$ cat config.mk
export PLATFORM = sky130hd
export DESIGN_NAME = ext_pixel_clkgen
export DESIGN_NICKNAME = d
export VERILOG_FILES = /design/src/rtl/epc_pkg.sv /design/src/rtl/epc_phase.sv /design/src/rtl/epc_cfg_latch.sv /design/src/rtl/epc_lcd_div.sv /design/src/rtl/epc_data_reg.sv /design/src/rtl/ext_pixel_clkgen.sv
export SDC_FILE = /design/constraint.sdc
export NUM_CORES = 1
export LEC_CHECK = 0
export BUFFER_PORTS_ARGS = -buffer_cell sky130_fd_sc_hd__buf_2
export CAP_MARGIN = 20
export CORE_MARGIN = 2
export CORE_UTILIZATION = 40
export CTS_CLUSTER_SIZE = 20
export DETAILED_ROUTE_END_ITERATION = 8
export PLACE_DENSITY_LB_ADDON = 0.25
export SETUP_SLACK_MARGIN = 0.5
export SYNTH_ARGS = -nofsm -noshare
export SYNTH_HDL_FRONTEND = slang
export SYNTH_SLANG_ARGS = --single-unit
$ cat constraint.sdc
create_clock -name clk -period 2.56 [get_ports clk]
set_input_delay 0.128 -clock clk [delete_from_list [all_inputs] [get_ports clk]]
set_output_delay 0.128 -clock clk [all_outputs]
set_load 0.03 [all_outputs]
$ cat src/rtl/epc_pkg.sv
package epc_pkg;

  typedef enum logic [1:0] {
    CK_OFF = 2'd0,
    CK_PIX = 2'd1,
    CK_LCD = 2'd2
  } ck_mode_e;

  // Enable has priority: a disabled clock is low whatever the LCD bit says.
  function automatic ck_mode_e pick_mode(logic en, logic lcd);
    if (!en)     return CK_OFF;
    else if (lcd) return CK_LCD;
    else          return CK_PIX;
  endfunction

  // Output level for one half of a slot.
  function automatic logic ck_level(ck_mode_e m, logic second_half, logic lcd_hi);
    case (m)
      CK_PIX:  return second_half;
      CK_LCD:  return lcd_hi;
      default: return 1'b0;
    endcase
  endfunction

endpackage

$ cat src/rtl/epc_phase.sv
module epc_phase (
  input  logic clk,
  input  logic rst_n,
  output logic half_q,
  output logic slot_start
);
  // half_q = 0 means the coming edge opens a new slot.
  always_ff @(posedge clk) begin
    if (!rst_n) half_q <= 1'b0;
    else        half_q <= ~half_q;
  end

  assign slot_start = ~half_q;
endmodule

$ cat src/rtl/epc_cfg_latch.sv
module epc_cfg_latch
  import epc_pkg::*;
(
  input  logic     clk,
  input  logic     rst_n,
  input  logic     slot_start,
  input  logic     cfg_clk_en,
  input  logic     cfg_lcd_mode,
  output logic     en_q,
  output logic     lcd_q,
  output ck_mode_e mode_d
);
  logic en_d, lcd_d;

  always_comb begin
    en_d   = slot_start ? cfg_clk_en   : en_q;
    lcd_d  = slot_start ? cfg_lcd_mode : lcd_q;
    mode_d = pick_mode(en_d, lcd_d);
  end

  always_ff @(posedge clk) begin
    if (!rst_n) begin
      en_q  <= 1'b0;
      lcd_q <= 1'b0;
    end else begin
      en_q  <= en_d;
      lcd_q <= lcd_d;
    end
  end
endmodule

$ cat src/rtl/epc_lcd_div.sv
module epc_lcd_div #(
  parameter int DIV_W = 2
) (
  input  logic             clk,
  input  logic             rst_n,
  input  logic             slot_start,
  input  logic             disp_active,
  output logic             act_q,
  output logic [DIV_W-1:0] div_q,
  output logic             act_d,
  output logic             lcd_hi_d
);
  localparam logic [DIV_W-1:0] HALF = DIV_W'(1) << (DIV_W - 1);

  logic [DIV_W-1:0] div_d;

  always_comb begin
    act_d = slot_start ? disp_active : act_q;
    if (!slot_start)
      div_d = div_q;
    else if (disp_active && act_q)
      div_d = div_q + 1'b1;
    else
      div_d = '0;
    lcd_hi_d = act_d && (div_d < HALF);
  end

  always_ff @(posedge clk) begin
    if (!rst_n) begin
      act_q <= 1'b0;
      div_q <= '0;
    end else begin
      act_q <= act_d;
      div_q <= div_d;
    end
  end
endmodule

$ cat src/rtl/epc_data_reg.sv
module epc_data_reg #(
  parameter int DATA_W = 8
) (
  input  logic              clk,
  input  logic              rst_n,
  input  logic              load,
  input  logic [DATA_W-1:0] din,
  output logic [DATA_W-1:0] dout
);
  always_ff @(posedge clk) begin
    if (!rst_n)    dout <= '0;
    else if (load) dout <= din;
  end
endmodule

$ cat src/rtl/ext_pixel_clkgen.sv
module ext_pixel_clkgen
  import epc_pkg::*;
#(
  parameter int DATA_W = 8,
  parameter int DIV_W  = 2
) (
  input  logic              clk,
  input  logic              rst_n,
  input  logic [DATA_W-1:0] pix_data,
  input  logic              disp_active,
  input  logic              cfg_clk_en,
  input  logic              cfg_lcd_mode,
  output logic [DATA_W-1:0] ext_data,
  output logic              ext_clk
);
  logic             half_q, slot_start;
  logic             en_q, lcd_q;
  ck_mode_e         mode_d;
  logic             act_q, act_d, lcd_hi_d;
  logic [DIV_W-1:0] div_q;
  logic             data_load;
  logic             ck_d;

  epc_phase u_phase (
    .clk(clk), .rst_n(rst_n), .half_q(half_q), .slot_start(slot_start)
  );

  epc_cfg_latch u_cfg (
    .clk(clk), .rst_n(rst_n), .slot_start(slot_start),
    .cfg_clk_en(cfg_clk_en), .cfg_lcd_mode(cfg_lcd_mode),
    .en_q(en_q), .lcd_q(lcd_q), .mode_d(mode_d)
  );

  epc_lcd_div #(.DIV_W(DIV_W)) u_div (
    .clk(clk), .rst_n(rst_n), .slot_start(slot_start),
    .disp_active(disp_active), .act_q(act_q), .div_q(div_q),
    .act_d(act_d), .lcd_hi_d(lcd_hi_d)
  );

  assign data_load = slot_start && disp_active;

  epc_data_reg #(.DATA_W(DATA_W)) u_data (
    .clk(clk), .rst_n(rst_n), .load(data_load), .din(pix_data), .dout(ext_data)
  );

  // First half of the slot is produced at the slot-start edge.
  assign ck_d = ck_level(mode_d, ~slot_start, lcd_hi_d && act_d);

  always_ff @(posedge clk) begin
    if (!rst_n) ext_clk <= 1'b0;
    else        ext_clk <= ck_d;
  end
endmodule

### After elaboration in Yosys (flattened, before gate mapping)

Index checks and enable logic that the tools add are counted.

| storage, ports and cells | value |
|---|---|
| register bits after elaboration | 15 |
| input bits | 13 |
| output and inout bits | 9 |
| logic and storage cells | 24 |

| operators by class | value |
|---|---|
| add/sub/neg operators | 1 |
| magnitude comparators | 1 |
| equality and inequality tests | 2 |
| muxes and demuxes | 8 |
| bitwise gates (word level) | 1 |
| reduce and logical (&&, ||, !) cells | 4 |

Operators with widths:

| operator | number |
|---|---|
| two-way mux 2 bit | 4 |
| logical AND 1 bit | 4 |
| two-way mux 1 bit | 3 |
| adder 2 x 1 -> 2 bit (second input constant) | 1 |
| == test 2 x 1 -> 1 bit (second input constant) | 1 |
| == test 2 bit (second input constant) | 1 |
| less-than comparator 2 bit (second input constant) | 1 |
| case mux 1 bit (2 select lines) | 1 |
| NOT 1 bit | 1 |

### Logic depth before layout (Yosys ltp)

| depth | value |
|---|---|
| word-level depth | 7 |
| depth in mapped cells | 5 |
| depth with buffers taken out | 3 |

### By module

From an unflattened synthesis, not the netlist that was laid out.

| unflattened totals | value |
|---|---|
| cells, all modules | 68 |
| area, all modules | 695.7 um^2 |

By module, submodules not included:

| module | times used | cells an instance | area each (um^2) | seq. area each (um^2) |
|---|---|---|---|---|
| epc_data_reg | 1 | 25 | 301.5 | 160.2 |
| epc_lcd_div | 1 | 19 | 172.7 | 60.1 |
| epc_cfg_latch | 1 | 11 | 105.1 | 40.0 |
| ext_pixel_clkgen | 1 | 10 | 86.3 | 20.0 |
| epc_phase | 1 | 3 | 30.0 | 20.0 |

### Worst setup path after synthesis

No wires, ideal clock.

| timing path | value |
|---|---|
| path kind | reg2reg |
| start | reg u_phase.half_q |
| end | reg ext_clk |
| library setup time | 0.116 ns |
| data arrival time | 0.977 ns |
| data required time | 2.444 ns |
| slack | 1.467 ns |
| cell stages (with the launch flop) | 5 |
| cell sequence | dfxtp_1 > buf_6 > mux2i_2 > nor2b_1 > a31o_1 |

| on the way | value |
|---|---|
| longest elaborated chain between the ends | 5 |
| elaborated cells on any way between the ends | 12 |
| classes of those cells | order compare (1); eq/ne (2); mux (7); reduce/logical (2) |

Ends and longest elaborated chain:

| element | line | text |
|---|---|---|
| from (decl) | epc_phase.sv:4 | `output logic half_q,` |
| from (signal assigned) | epc_phase.sv:10 | `else half_q <= ~half_q;` |
| two-way mux 2 bit or two-way mux 1 bit (tied branches) | epc_lcd_div.sv:19, epc_cfg_latch.sv:17 |  |
| less-than comparator 2 bit or two-way mux 2 bit (tied branches) | epc_lcd_div.sv:25, epc_pkg.sv:12 |  |
| logical AND 1 bit or two-way mux 2 bit (tied branches) | epc_lcd_div.sv:25, epc_pkg.sv:11 |  |
| logical AND 1 bit (tied with other cells) | ext_pixel_clkgen.sv:47 | `assign ck_d = ck_level(mode_d, ~slot_start, lcd_hi_d && act_d);` |
| case mux 1 bit (2 select lines) (*) | epc_pkg.sv:18 | `case (m)` |
| to (signal assigned) | ext_pixel_clkgen.sv:51 | `else ext_clk <= ck_d;` |
| to (decl) | ext_pixel_clkgen.sv:14 | `output logic ext_clk` |

Every way passes the cells marked *; elsewhere a longest branch is shown, timed or not.
A chain may end at the register's enable or synchronous reset.

### Worst setup path after layout

Same ends and word-level chain as after synthesis.

==> metrics.md <==
| Metric | Value |
|---|---|
| First-pass GRT wire length | around 1900 µm |
| Distinct cell type count after synthesis | 20 |
| Final Hold Fails | 0 |
| Post-cts sizing count | 0 |
| Number of global-route vias before repair | 430 |
| Final setup violation count | 0 |
| Tcrit/Tclk final | 50.2% |
| Clock sink count | 15 |
| CP Launch Point | u_phase.half_q |
| Main synth FF type | dfxtp_1 |
| Final HPWL DP | 764 µm |
| Critical Path RT | 2740 ps |
| Fill cells | 135 |
| Outcome | complete, no violations |
| Clock Skew | 0.592 ps |
| Setup crit start kind | register |
| Area leader, netlist | dfxtp_1 |
| Placed insts | 100 |
| Register area share after synthesis | roughly 47% |
| Final-report max-slew violation count | 0 |
| Max_slew headroom | 63.9% |
| Sequential cell area | 300 µm² |
| Min-delay worst type | in2reg |
| CTS Hold Bufs | 0 |
| RSZ-0062 raised after global routing | false |
| DRC | 0 |
| DRT Pass-1 Iters | 2 |
| Core area | 1490 µm² |
| YS warnings | 0 |
| Final ANT Viol Nets | 0 |
| Yosys top cell area share | 47.4% |
| Total CTS buffers | 3 |
| Count leader, synth | nand2_1 |
| Slowest cell on crit path | dfxtp_1 |
| CP Cell Sequence | mux2i_2 -> nor2b_1 -> a31o_1 |
| Pleak | 0.000325 µW |
| Worst Setup End Kind | register |
| Buffers on Ports | 21 |
| Top post-synthesis cells by area | dfxtp_1 (47%), nand2_1 (12%), a21boi_0 (9.5%), a2111oi_4 (4.3%), nor2b_1 (4.0%) |
| WP data arrival | 1460 ps |
| Fraction of layout cells with a size suffix above 1 | 30.7% |
| Reg clk slew, reported paths | 80 ps |
| First DRT Iteration DRCs | 2 |
| Number of diodes | 0 |
| CP max FO | 10 |
| Routed WL | 1080 µm |
| Power per Cell Area | 605 nW/µm² |
| Vias per cell | 4.66 |
| Setup_tns | 0 ps |
| Rows | 14 |
| Worst vdd ir | 0.000278 V |
| RD Place Congestion | 0.661 |
| Post-synth ARST share | 0% |
| Antenna violations before repair | 0 |
| Worst-skew pair later-pin latency | 280 ps |
| #FFs+latches synth | 15 |
| I/O Pins | 22 |
| Mapped Cells | 67 |
| Postcts setup bufs | 0 |
| Mapped Nets | 80 |
| Launching point of the worst reg2reg path | u_phase.half_q |
| GRT Resource Usage Total | 13.4% |
| Fmax | 779 MHz |
| Setup Crit Path Kind | reg2reg |
| Number of flops mapped to enable cells by yosys | 0 |
| CTS Buffer Depth | 2 |
| Fin nets | 102 |
| Chip width | 43.8 µm |
| Worst slew pin tran | 540 ps |
| Final Non-Filler Cells | between 100 and 150 |
| Die Y | 43.8 µm |
| Htree depth | 1 |
| CTS tree | done |
| Crit path time final | 1280 ps |
| Post-synth top cells | nand2_1 (20), dfxtp_1 (15), a21boi_0 (8) |
| CTS root buffer | clkbuf_4 |
| Multi-input gate area | 294 µm² |
| Crit-path max cell delay | 530 ps |
| Die Area | 1920 µm² |
| Initial Util | 42.5% |
| Synth-to-Final Area Change | 19.0% |
| Avg WL per Cell | 10.4 µm |
| Max-cap viol count | 0 |
| Gr ovfl total | 0 |
| Cell Area, Synth | 633 µm² |
| Mapped Avg Cell Area | 9.45 µm² |
| Worst hold start | pix_data[2] |
| Pin count of the biggest net entering global routing | 17 |
| Vias post-DR | 485 |
-- registers in the layout, summed over array words and instances, names as in the netlist --
name,count
ext_clk,1
u_cfg.en_q,1
u_cfg.lcd_q,1
u_data.dout,8
u_div.act_q,1
u_div.div_q,2
u_phase.half_q,1
-- layer usage --
layer  global-route usage (%)  vias to the layer above  share of wire, %
met4                     3.64                        0                 0
li1                         -                      262                 -
met2                     19.7                       15                43
met3                     7.92                        0               8.4
met1                     16.6                      208                49
met5                        0                        -                 0
-- path summary, 6_finish.rpt --
| kind | endpoint | slack (ps) | cells past startpoint |
|---|---|---|---|
| hold reg to reg | u_data.dout[1] | 460 | 2 |
| setup reg to reg | ext_clk | 1280 | 3 |
| setup / recovery | ext_clk | 1280 | 3 |
| hold / removal | u_data.dout[2] | 80 | 3 |
-- cell type report --
| cell class | count | share of cell area, % |
|---|---|---|
| clock buffers | 4 | 3.49 |
| inverters | 2 | 0.997 |
| multi-input cells | 46 | 39.0 |
| flip-flops and latches | 15 | 39.9 |
| well taps | 16 | 2.66 |
| repair buffers | 21 | 14.0 |
-- logic make-up after synthesis --
| logic type | after synthesis | share of synthesized area [%] |
|---|---|---|
| DFF | 15 | 47.4 |
| and+or+nand+nor | 28 | 21.3 |
| muxes | 2 | 3.75 |
| buffers and inverters | 6 | 6.13 |
| xor gates and xnor gates | 1 | 1.38 |
| AOI/OAI and AO/OA | 15 | 20.0 |
-- metrics by stage --
step	worst slack, ps	power (µW)	util, %	cell area, µm²	hold WS (ps)
after floorplan	1470	310	-	633	263
after CTS	1270	462	50.6	753	73.3
final	1280	456	50.6	753	84.2
after global placement	1340	328	48.8	727	379
after detailed placement	1300	328	48.8	727	384
after global routing	1110	477	50.6	753	89.7
-- cells in the final DEF, fill, tap and decap left out --
master / netlist / layout
xor2_1: 1 / 1
clkbuf_1: 1 / 1
nand3b_1: 2 / 2
a21boi_1: 1 / 1
a2111oi_4: 1 / 1
o21ai_0: 2 / 2
a31o_1: 1 / 1
clkbuf_4: 0 / 3
mux2i_2: 1 / 1
a21boi_0: 8 / 8
nand2b_4: 1 / 1
mux2i_1: 1 / 1
nor2b_1: 4 / 4
o22ai_1: 1 / 1
inv_1: 2 / 2
buf_2: 1 / 21
and2_1: 1 / 1
nand2_1: 20 / 20
a31oi_1: 1 / 1
dfxtp_1: 15 / 15
-- critical path, delay by kind of cell, from the launching register on --
family | cells | cell delay [ps]
mux | 1 | 350
simple gates | 1 | 100
compound gates | 1 | 210
flops | 1 | 530
-- where the power goes --
part           switching, µW  internal [µW]
sequential              9.37            246
combinational           39.8           27.2
clock                   73.3           60.5
total                    122            334
Note: power is estimated with default switching activity, not from simulation.
